[config.mk]
export PLATFORM = sky130hd
export DESIGN_NAME = eeprom_cmd_ctrl
export DESIGN_NICKNAME = d
export VERILOG_FILES = /design/src/rtl/eeprom_cmd_pkg.sv /design/src/rtl/eeprom_cmd_decode.sv /design/src/rtl/eeprom_serial_shifter.sv /design/src/rtl/eeprom_cmd_ctrl.sv
export SDC_FILE = /design/constraint.sdc
export NUM_CORES = 1
export LEC_CHECK = 0
export BUFFER_PORTS_ARGS = -buffer_cell sky130_fd_sc_hd__buf_2
export CELL_PAD_IN_SITES_DETAIL_PLACEMENT = 1
export CELL_PAD_IN_SITES_GLOBAL_PLACEMENT = 2
export CORE_MARGIN = 5
export CORE_UTILIZATION = 34
export DETAILED_ROUTE_END_ITERATION = 12
export PLACE_DENSITY = 0.85
export SYNTH_ARGS = -nofsm -noshare
export SYNTH_HDL_FRONTEND = slang
export SYNTH_HIERARCHICAL = 1
export SYNTH_SLANG_ARGS = --single-unit
[constraint.sdc]
create_clock -name clk -period 4.52 [get_ports clk]
set_input_delay 0.904 -clock clk [delete_from_list [all_inputs] [get_ports clk]]
set_output_delay 0.904 -clock clk [all_outputs]
set_load 0.02 [all_outputs]
[src/rtl/eeprom_cmd_pkg.sv]
package eeprom_cmd_pkg;
    localparam int ADDR_W  = 6;
    localparam int DATA_W  = 16;
    localparam int HDR_W   = 3 + ADDR_W;
    localparam int FRAME_W = HDR_W + DATA_W;
    localparam int BCNT_W  = $clog2(FRAME_W);

    typedef enum logic [2:0] {
        K_NONE,
        K_READ,
        K_WRITE,
        K_ERASE,
        K_UNLOCK
    } cmd_kind_e;
endpackage

[src/rtl/eeprom_cmd_decode.sv]
module eeprom_cmd_decode
    import eeprom_cmd_pkg::*;
(
    input  logic        cmd_wr,
    input  logic [15:0] cmd_word,
    input  logic        wen,
    input  logic        busy,
    output cmd_kind_e   kind,
    output logic        start,
    output logic        err_set,
    output logic        set_wen
);
    logic permit;

    always_comb begin
        kind = K_NONE;
        if (cmd_word[15:8] == 8'h00) begin
            case (cmd_word[7:6])
                2'b10:   kind = K_READ;
                2'b01:   kind = K_WRITE;
                2'b11:   kind = K_ERASE;
                default: kind = (cmd_word[5:4] == 2'b11) ? K_UNLOCK : K_NONE;
            endcase
        end
        permit  = (kind == K_READ) || (kind == K_UNLOCK) ||
                  (((kind == K_WRITE) || (kind == K_ERASE)) && wen);
        start   = cmd_wr && !busy && permit;
        err_set = cmd_wr && busy;
        set_wen = start && (kind == K_UNLOCK);
    end
endmodule

[src/rtl/eeprom_serial_shifter.sv]
module eeprom_serial_shifter
    import eeprom_cmd_pkg::*;
#(
    parameter int CLK_DIV = 2
) (
    input  logic               clk,
    input  logic               rst_n,
    input  logic               start,
    input  logic [FRAME_W-1:0] frame,
    input  logic [BCNT_W-1:0]  last_idx,
    input  logic               capture,
    input  logic               sdo,
    output logic               busy,
    output logic               sk,
    output logic               cs,
    output logic               sdi,
    output logic               rd_done,
    output logic [DATA_W-1:0]  rd_word
);
    localparam int DW = (CLK_DIV > 1) ? $clog2(CLK_DIV) : 1;

    typedef struct packed {
        logic               busy;
        logic               sk;
        logic [DW-1:0]      div;
        logic [BCNT_W-1:0]  bit_cnt;
        logic [BCNT_W-1:0]  last;
        logic               capture;
        logic [FRAME_W-1:0] tx;
        logic [DATA_W-1:0]  rx;
    } shf_t;

    shf_t q, d;
    logic done;

    always_comb begin
        d    = q;
        done = 1'b0;
        if (!q.busy) begin
            if (start) begin
                d.busy    = 1'b1;
                d.sk      = 1'b0;
                d.div     = DW'(CLK_DIV - 1);
                d.bit_cnt = '0;
                d.last    = last_idx;
                d.capture = capture;
                d.tx      = frame;
                d.rx      = '0;
            end
        end else if (q.div != '0) begin
            d.div = q.div - 1'b1;
        end else begin
            d.div = DW'(CLK_DIV - 1);
            d.sk  = !q.sk;
            if (!q.sk) begin
                if (q.capture && (q.bit_cnt >= BCNT_W'(HDR_W)))
                    d.rx = {q.rx[DATA_W-2:0], sdo};
            end else if (q.bit_cnt == q.last) begin
                d.busy = 1'b0;
                d.sk   = 1'b0;
                done   = 1'b1;
            end else begin
                d.bit_cnt = q.bit_cnt + 1'b1;
                d.tx      = {q.tx[FRAME_W-2:0], 1'b0};
            end
        end
    end

    always_ff @(posedge clk) begin
        if (!rst_n) q <= '0;
        else        q <= d;
    end

    assign busy    = q.busy;
    assign sk      = q.sk;
    assign cs      = q.busy;
    assign sdi     = q.busy & q.tx[FRAME_W-1];
    assign rd_done = done & q.capture;
    assign rd_word = q.rx;
endmodule

[src/rtl/eeprom_cmd_ctrl.sv]
module eeprom_cmd_ctrl
    import eeprom_cmd_pkg::*;
#(
    parameter int CLK_DIV = 2
) (
    input  logic        clk,
    input  logic        rst_n,
    input  logic        cmd_wr_i,
    input  logic [15:0] cmd_wdata_i,
    input  logic        data_wr_i,
    input  logic [15:0] data_wdata_i,
    output logic [15:0] cmd_rdata_o,
    output logic [15:0] data_rdata_o,
    output logic        ee_sk_o,
    output logic        ee_cs_o,
    output logic        ee_di_o,
    input  logic        ee_do_i
);
    typedef struct packed {
        logic [DATA_W-1:0] data;
        logic              wen;
        logic              err;
    } host_t;

    host_t q, d;

    cmd_kind_e          kind;
    logic               start, err_set, set_wen, busy;
    logic               rd_done;
    logic [DATA_W-1:0]  rd_word;
    logic [FRAME_W-1:0] frame;
    logic [BCNT_W-1:0]  last_idx;
    logic               long_frame;

    eeprom_cmd_decode u_dec (
        .cmd_wr   (cmd_wr_i),
        .cmd_word (cmd_wdata_i),
        .wen      (q.wen),
        .busy     (busy),
        .kind     (kind),
        .start    (start),
        .err_set  (err_set),
        .set_wen  (set_wen)
    );

    always_comb begin
        long_frame = (kind == K_READ) || (kind == K_WRITE);
        last_idx   = long_frame ? BCNT_W'(FRAME_W - 1) : BCNT_W'(HDR_W - 1);
        frame      = {1'b1, cmd_wdata_i[7:6], cmd_wdata_i[ADDR_W-1:0],
                      (kind == K_WRITE) ? q.data : {DATA_W{1'b0}}};
    end

    eeprom_serial_shifter #(.CLK_DIV(CLK_DIV)) u_shf (
        .clk      (clk),
        .rst_n    (rst_n),
        .start    (start),
        .frame    (frame),
        .last_idx (last_idx),
        .capture  (kind == K_READ),
        .sdo      (ee_do_i),
        .busy     (busy),
        .sk       (ee_sk_o),
        .cs       (ee_cs_o),
        .sdi      (ee_di_o),
        .rd_done  (rd_done),
        .rd_word  (rd_word)
    );

    always_comb begin
        d = q;
        if (data_wr_i) d.data = data_wdata_i;
        if (rd_done)   d.data = rd_word;
        if (set_wen)   d.wen  = 1'b1;
        if (err_set)   d.err  = 1'b1;
    end

    always_ff @(posedge clk) begin
        if (!rst_n) q <= '0;
        else        q <= d;
    end

    assign cmd_rdata_o  = {busy, q.wen, q.err, 13'b0};
    assign data_rdata_o = q.data;
endmodule

==> flow_summary.toml, run 1 <==
[pwr]
internal_power_w = 0.00120
power_frac_comb_pct = 7.3
leakage_nw = 2.04
p_per_area_mw_per_mm2 = 345
power_switching_w = 0.000367
clockPowerShare_pct = 50.1
ir_drop_uv = 148
swShare_pct = 23.4
power_frac_seq_pct = 42.6

[global_routing]
grt_max_degree = 74
antenna_found_initial = 0
grt_pass1_vias = 3328
grt.total_usage_pct = 14.7
grt_pass1_wl_um = 16900
overflow = 0

[critical_path]
path_max_fanout = 28
end_kind = "register"
path_class = "in2reg"
cp_data_arrival_time_ns = 3.29
worstPathRequired_ns = 4.75
crit_path_start_kind = "primary input"
cp_slowest_stage_delay_ns = 0.62
critPathSlowestCell = "or4_1"
path_cells = "buf_2, or4_1, a2111oi_1, buf_4, nand2b_1, buf_4, nand2_1, o31ai_4, buf_4, a22o_1"
path_common_cell = "buf_4"

[clock_tree]
clock_latency_ns = 0.34
cts_made_buffers = 9
cts-root-buf = "clkbuf_16"
ctsHoldBuffers = 0
clkSlewWorstSetupHoldPaths_ns = 0.06
ctsLongestPathBuffers = 2
cts_resized = 0
post_cts_buffers = 0
h-tree-depth = 3
clkSinkCount = 73
cts_tree = "done"

[timing]
hold_violations = 0
clock.fmax_mhz = 327
finalMaxSlewViolations = 0
tns_ns = 0
rsz0062_at_grt = "false"
timing.final.ws_setup_ns = 1.46
max_slew_margin_pct = 50.8
fin_crit_sh_pct = 67.6
tightest_slew_ns = 0.734
skew_ns = 0.00589
period_minus_slack_ns = 3.06
setup_viol = 0

[layout]
layout-drive-gt1-share_pct = 22.5
num_antenna_cells = 0
final_nets = 522
final_core_utilization_pct = 38.3
fin_area_mm2 = 0.00455
final_cell_mix = "nand2_1 (87), dfxtp_1 (73), buf_2 (58), mux2i_1 (25), a21oi_1 (25)"
final_cell_count_no_fill = 635
final_common_cell = "nand2_1"
area_growth_pct = 11.9

[placed_design]
dp_slack_ns = 1.11
io_buffers = 58
place_congestion = 0.749
place_inst = 619
placed_area_mm2 = 0.00422
post-dp-hpwl_um = 6990

[route]
wirelength_um = 10100
wl_per_cell_um = 15.9
drt_iter0_markers = 125
final_antenna_net_count = 0
num_vias = 3198
route.detailed.drc = 0
drt_pass1_iterations = 4
viasPerCell = 5.04

[yosys]
ys_seq_area_share_pct = 36.0
synth_edf_count = 0
synthArstFlopShare_pct = 0
synthDistinctLibCells = 51
syn_area_mm2 = 0.00406
syn_inst = 453
synth-seq-cells = 73
synth_ff_type = "dfxtp_1"
syn_avg_cell_area_um2 = 8.97
synth_warnings = 6

[hold_path]
worstHoldPathType = "reg2reg"

[floorplanning]
coreArea_mm2 = 0.0119
dieArea_mm2 = 0.0142
initial_utilization_pct = 34.3
io_pins = 72
num_rows = 40
dieHeight_um = 119
die_w_um = 119

[job]
cap_viol_max_count = 0

[status]
status = "finished, final reports clean"
## worst max-delay path: cells and delay by family
kind	cells	cell delay (ns)
buffers and inverters	4	0.82
and+or+nand+nor	3	0.84
AOI/OAI and AO/OA	3	0.73
## registers in the layout, summed over array words and instances, names as in the netlist
register,cells
u_shf/rd_word,16
u_shf/q,37
u_shf/busy,1
cmd_rdata_o,2
u_shf/sk,1
data_rdata_o,16
## worst paths after layout
path,cells after the start,end,slack [ns],startpoint
min reg2reg,2,u_shf/q[39],0.46,u_shf/q[39]
max reg2reg,10,u_shf/q[47],1.89,u_shf/busy
min,2,u_shf/q[39],0.46,u_shf/q[39]
max,10,u_shf/q[47],1.46,cmd_wdata_i[9]
## synth_stat cells (2+ instances only)
master	instances	area share, %
nand2_1	87	8.0
dfxtp_1	73	36
buf_4	32	5.9
a21oi_1	25	3.1
mux2i_1	25	6.2
a22o_1	23	5.0
and2_1	22	3.4
nand3_1	21	2.6
nand2b_1	18	2.8
o211a_1	17	4.2
clkbuf_1	16	1.5
mux2_4	10	3.7
nor2_1	9	0.83
o21ai_0	7	0.86
mux2_2	6	1.7
buf_2	5	0.62
buf_6	5	1.4
a2111oi_0	3	0.65
nor3_1	3	0.37
xnor2_1	3	0.65
and3_1	2	0.31
buf_8	2	0.74
conb_1	2	0.18
ha_1	2	0.62
inv_1	2	0.18
nand3b_1	2	0.37
nor3b_1	2	0.37
nor3b_2	2	0.62
o21a_1	2	0.37
o31a_1	2	0.43
or4_4	2	0.55
xnor2_2	2	0.80
## power groups by stage
stage               Combinational, W  Sequential, W  Clock (W)
global route                0.000124       0.000670   0.000833
detailed placement          0.000114       0.000683          0
CTS                         0.000116       0.000669   0.000805
finish                      0.000115       0.000669   0.000785
floorplan                  0.0000815       0.000686          0
global placement            0.000112       0.000683          0
## kinds of logic after synthesis
kind of cell    synth area share, %
buf+inv                        11.0
mux                            11.5
xor+xnor                       2.13
simple gates                   22.4
other cells                   0.185
fa+ha+maj                     0.616
flops                          36.0
compound gates                 16.2
## cell type report
class                           count  area [µm²]
Sequential cell                    73        1460
Clock inverter                      6        90.1
Multi-Input combinational cell    331        2220
Tap cell                          147         184
Inverter                            3        11.3
Clock buffer                       10         239
Timing Repair Buffer               65         343
Fill cell                        1396        7310
## stage by stage
step / hold WS, ns / power [W]
CTS: 0.468 / 0.00159
global placement: 0.445 / 0.000795
detailed placement: 0.457 / 0.000798
floorplan: 0.433 / 0.000768
finish: 0.462 / 0.00157
global route: 0.478 / 0.00163
## metal layers
| metal | up-vias | track usage [%] | routed length, µm |
|---|---|---|---|
| met4 | 0 | 5.58 | 154 |
| met5 | - | 0 | 0 |
| met3 | 12 | 3.04 | 309 |
| li1 | 1586 | - | - |
| met2 | 39 | 25.3 | 5180 |
| met1 | 1561 | 17.9 | 4440 |
Power figures use the tool's default switching activity.
==> run 2, diff against run 1 <==
- ABC_AREA: not set -> 1
- CORE_UTILIZATION: 34 -> 30
- PLACE_DENSITY: 0.85 -> 0.84
- clock period: 4.52 -> 2.9 ns (I/O delays scaled with it)
==> run 2 against run 1 <==
Power rose by 52%; first-iteration DRC count rose by 53%; combinational power rose by 25%; global-route usage fell by 0.32 points; hold slack improved by 0.0019 ns; die area rose by 12%; count of clock-buffer cells in the layout rose by 5; cell count rose by 30%; clock skew barely moved; area after synthesis rose by 0.12%; synthesized cell count rose by 38%; utilization fell by 3.8 points; largest cell class unchanged; largest power group unchanged.
==> flow_summary.toml, run 2 <==
[layout]
fin_area_mm2 = 0.00459
num_antenna_cells = 0
final_cell_count_no_fill = 828
multi_input_area_mm2 = 0.00190
nFillCells = 1750
seq_area_mm2 = 0.00146
largest-register = "u_shf/q"
largest_reg_flops = 37
final_common_cell = "nand2_1"
final_nets = 686
layout-drive-gt1-share_pct = 15.5
area_growth_pct = 12.9
final_cell_mix = "nand2_1 (144), nand3_1 (80), inv_1 (78), dfxtp_1 (73), nor2_1 (63)"

[pwr]
power_frac_seq_pct = 43.3
ir_drop_uv = 258
leakage_nw = 2.23
power_switching_w = 0.000529
p_per_area_mw_per_mm2 = 518
swShare_pct = 22.2
internal_power_w = 0.00185
power_frac_comb_pct = 6.1
clockPowerShare_pct = 50.6

[floorplanning]
num_rows = 42
die_w_um = 126
dieHeight_um = 126
initial_utilization_pct = 30.6
coreArea_mm2 = 0.0133
io_pins = 72
dieArea_mm2 = 0.0160

[clock_tree]
cts_tree = "done"
cts_made_buffers = 9
cts-root-buf = "clkbuf_16"
clkSlewWorstSetupHoldPaths_ns = 0.06
post_cts_buffers = 0
ctsLongestPathBuffers = 2
clkSinkCount = 73
h-tree-depth = 3
ctsHoldBuffers = 0
clock_latency_ns = 0.34
cts_resized = 0

[yosys]
synth_warnings = 6
synth_top_family_by_area = "simple AND/OR/NAND/NOR gates"
synth_adder_area_share_pct = 0.615
synth_edf_count = 0
ys_seq_area_share_pct = 35.9
synth_ff_type = "dfxtp_1"
synthDistinctLibCells = 32
syn_avg_cell_area_um2 = 6.53
yosys-top-cells-count = "nand2_1 (145), nand3_1 (80), inv_1 (78)"
yosys.area.top_type = "dfxtp_1"
synth.top_cell.area_share_pct = 35.9
synthTopCellsByArea = "dfxtp_1 (36%), nand2_1 (13%), nand3_1 (9.8%)"
synthMuxAreaShare_pct = 0
syn_area_mm2 = 0.00407
synthArstFlopShare_pct = 0
synth_compound_gate_area_share_pct = 10.8
syn_inst = 623
synthXorXnorAreaFrac_pct = 0.861
synth-seq-cells = 73
yosysMostFrequentCell = "nand2_1"
synth-simple-area-share_pct = 32.7

[hold_path]
worstHoldPathType = "reg2reg"
min_path_cells = 2
hp-start = "cmd_rdata_o[13]"
whs_endpoint = "cmd_rdata_o[13]"

[critical_path]
reg2reg_setup_slack_ns = 0.87
path_max_fanout = 18
cp_data_arrival_time_ns = 2.26
crit_path_start_kind = "register"
r2r-start = "u_shf/q[50]"
worstPathRequired_ns = 3.14
r2r_end = "data_rdata_o[2]"
r2r_cells = 12
path_class = "reg2reg"
end_kind = "register"
cp-startpoint = "u_shf/q[50]"

[global_routing]
grt_pass1_wl_um = 18800
grt_pass1_vias = 3895
antenna_found_initial = 0
overflow = 0
grt.total_usage_pct = 14.3
grt_max_degree = 86

[timing]
fin_crit_sh_pct = 69.9
finalMaxSlewViolations = 0
tns_ns = 0
setup_viol = 0
max_slew_margin_pct = 58.8
skew_ns = 0.00540
rsz0062_at_grt = "false"
clock.fmax_mhz = 493
period_minus_slack_ns = 2.03
tightest_slew_ns = 0.618
hold_violations = 0

[job]
cap_viol_max_count = 0

[placed_design]
io_buffers = 58
place_inst = 812
placed_area_mm2 = 0.00426
post-dp-hpwl_um = 7430
place_congestion = 0.734

[route]
num_vias = 3810
wirelength_um = 11000
viasPerCell = 4.60
drt_pass1_iterations = 4
route.detailed.drc = 0
wl_per_cell_um = 13.3
drt_iter0_markers = 191
final_antenna_net_count = 0

[status]
status = "finished, final reports clean"
run 2: cell types whose count changed after synthesis, sizes merged, moves of 28 or more:
cell,previous run,this run
nor2,9,67
inv,2,85
a21oi,25,53
nand2,88,148
nand3,22,84
run 2: cell type report:
type	count	area share, %
timing repair buffer	63	7.68
clock inverter	1	0.654
tap	176	4.80
clock buffer	15	6.49
multi-input combinational	414	41.5
sequential	73	31.8
inverter	86	7.08
run 2: worst max-delay path by stage:
stage	to	slack (ns)	cells after the start
3_3_place_gp	u_shf/q[32]	0.65	13
6_report	data_rdata_o[2]	0.87	12
5_1_grt	data_rdata_o[4]	0.64	12
4_1_cts	data_rdata_o[2]	0.81	12
2_1_floorplan	u_shf/q[46]	1.02	11
3_5_place_dp	u_shf/q[22]	0.53	14
run 2: routing by layer:
layer	wire (µm)	vias to the layer above	track usage, %	part of all wire (%)
li1	-	1940	-	-
met1	5110	1808	17.5	47
met2	5320	54	24.7	48
met3	442	8	4.04	4.0
met4	114	0	3.97	1.0
met5	0	-	0	0
run 2: power by group through the flow:
stage	clock network, W	logic, W	registers (W)
2_1_floorplan	0	0.0000922	0.00106
3_3_place_gp	0	0.000143	0.00105
3_5_place_dp	0	0.000146	0.00105
4_1_cts	0.00125	0.000146	0.00103
5_1_grt	0.00128	0.000163	0.00103
6_report	0.00120	0.000144	0.00103
run 2: per-stage QoR:
stage	utilization (%)	setup slack [ns]	power, W	hold WS [ns]
after floorplan	-	1.02	0.00115	0.444
after global placement	32.1	0.647	0.00119	0.458
after detailed placement	32.1	0.534	0.00120	0.458
after CTS	34.5	0.809	0.00242	0.474
after global routing	34.5	0.636	0.00248	0.505
final	34.5	0.872	0.00238	0.464
run 2: logic make-up (layout without fill, tap and decap cells):
kind of cell | after synthesis | after routing
other cells | 2 | 18
xor+xnor | 4 | 4
buf+inv | 152 | 165
fa+ha+maj | 2 | 2
compound gates | 86 | 86
flops | 73 | 73
simple gates | 304 | 304
run 2: worst max-delay path, cell delays in order, from the launching register on:
cell	delay, ns
dfxtp_1	0.43
inv_2	0.06
nand2_1	0.06
nand2_1	0.05
nor2_1	0.15
nand3_2	0.16
nor4_2	0.22
buf_4	0.33
inv_4	0.14
nand3_1	0.12
nand3_1	0.09
nand2_1	0.06
inv_1	0.04
==> run 3, diff against run 2 <==
- clock period: 2.9 -> 2.01 ns (I/O delays scaled with it)
==> run 3 against run 2 <==
Count of clock-buffer cells in the layout shrank 1; first-iteration DRC count shrank 7.9%; global-route usage shrank 0.18 points; via count grew 1.5%; critical endpoint is now data_rdata_o[10]; cell area grew 1.1%; clock power grew 26%; maximum frequency grew 12%; register-to-register slack lost 0.67 ns; power grew 35%.
==> flow_summary.toml, run 3 (synthesis results as in run 2) <==
[status]
status = "finished, final reports clean"

[route]
final_antenna_net_count = 0
drt_pass1_iterations = 4
num_vias = 3866
viasPerCell = 4.61
wirelength_um = 11000
drt_iter0_markers = 176
route.detailed.drc = 0
wl_per_cell_um = 13.1

[timing]
holdWs_ns = 0.320
skew_ns = 0.00552
rsz0062_at_grt = "false"
tns_ns = 0
period_minus_slack_ns = 1.81
finalMaxSlewViolations = 0
clock.fmax_mhz = 552
setup_viol = 0
hold_violations = 0
fin_crit_sh_pct = 90.1

[clock_tree]
cts-root-buf = "clkbuf_16"
clock_latency_ns = 0.34
h-tree-depth = 3
cts_made_buffers = 9
cts_tree = "done"
ctsLongestPathBuffers = 2
ctsHoldBuffers = 0
clkSlewWorstSetupHoldPaths_ns = 0.06
clkSinkCount = 73

[critical_path]
cp_data_arrival_time_ns = 2.04
end_kind = "register"
crit_path_start_kind = "register"
path_class = "reg2reg"
cp-startpoint = "u_shf/q[50]"
worstPathRequired_ns = 2.24
r2r-start = "u_shf/q[50]"
path_max_fanout = 16

[pwr]
ir_drop_uv = 443
p_per_area_mw_per_mm2 = 690
leakage_nw = 2.26

[floorplanning]
io_pins = 72
dieHeight_um = 126
initial_utilization_pct = 30.6
num_rows = 42
coreArea_mm2 = 0.0133
die_w_um = 126
dieArea_mm2 = 0.0160

[placed_design]
io_buffers = 58
place_congestion = 0.741
post-dp-hpwl_um = 7730

[hold_path]
worstHoldPathType = "in2reg"
hp-start = "rst_n"

[global_routing]
grt.total_usage_pct = 14.2
grt_pass1_wl_um = 18700
overflow = 0
grt_pass1_vias = 3906
grt_max_degree = 61
antenna_found_initial = 0

[layout]
layout-drive-gt1-share_pct = 16.5
nFillCells = 1741
final_common_cell = "nand2_1"
area_growth_pct = 14.2
final_cell_mix = "nand2_1 (144), nand3_1 (80), inv_1 (78), dfxtp_1 (73), nor2_1 (63)"
largest-register = "u_shf/q"
num_antenna_cells = 0
final_nets = 696
largest_reg_flops = 37

[job]
cap_viol_max_count = 0
-- run 3: cell type report --
class	instances	area [µm²]	area share [%]
multi-input combinational	414	1900	41.0
sequential	73	1460	31.5
timing repair buffer	73	457	9.83
inverter	86	325	7.00
clock buffer	14	264	5.68
tap	176	220	4.74
clock inverter	2	12.5	0.269
-- run 3: per-layer routing --
| layer | track usage, % | vias to the layer above | part of all wire (%) | wire length (µm) |
|---|---|---|---|---|
| met5 | 0 | - | 0 | 0 |
| li1 | - | 1958 | - | - |
| met3 | 4.37 | 10 | 4.4 | 480 |
| met4 | 3.41 | 0 | 0.96 | 105 |
| met1 | 17.2 | 1843 | 45 | 4970 |
| met2 | 24.5 | 55 | 49 | 5410 |
-- run 3: path summary, 6_finish.rpt --
| path | endpoint | slack, ns | depth (start not counted) |
|---|---|---|---|
| max | data_rdata_o[10] | 0.20 | 12 |
| min | u_shf/q[16] | 0.32 | 3 |
| max reg2reg | data_rdata_o[10] | 0.20 | 12 |
| min reg2reg | cmd_rdata_o[13] | 0.46 | 2 |
-- run 3: critical path, cell delays in order, from the launching register on --
cell and delay (ns):
dfxtp_1 0.42, inv_2 0.05, nand2_1 0.06, nand2_1 0.05, nor2_1 0.16, nand3_2 0.12
nor4_2 0.20, buf_6 0.23, inv_4 0.11, nand3_1 0.09, nand3_1 0.08, nand2_1 0.07
inv_1 0.05
-- run 3: per-stage QoR --
stage / utilization, % / setup WS (ns) / std cells / total power (W) / cell area (µm²)
floorplan: - / 0.293 / 639 / 0.00167 / 4130
global placement: 32.8 / 0.144 / 822 / 0.00173 / 4360
detailed placement: 32.8 / 0.0265 / 822 / 0.00173 / 4360
CTS: 34.9 / 0.107 / 838 / 0.00327 / 4640
global route: 34.9 / 0.00264 / 838 / 0.00337 / 4640
finish: 34.9 / 0.199 / 838 / 0.00321 / 4640
-- run 3: repair_timing --
item / in CTS / in global routing
hold endpoints to repair: 0 / 0
setup endpoints to repair: 0 / 14
resized for setup: 0 / 1
setup buffers: 0 / 0
-- run 3: power by group --
part / internal (W) / leakage, nW / switching [W] / total (W)
logic: 0.0000715 / 1.54 / 0.000141 / 0.000213
registers: 0.00147 / 0.591 / 0.0000167 / 0.00148
clock network: 0.000903 / 0.133 / 0.000607 / 0.00151
total: 0.00244 / 2.26 / 0.000765 / 0.00321
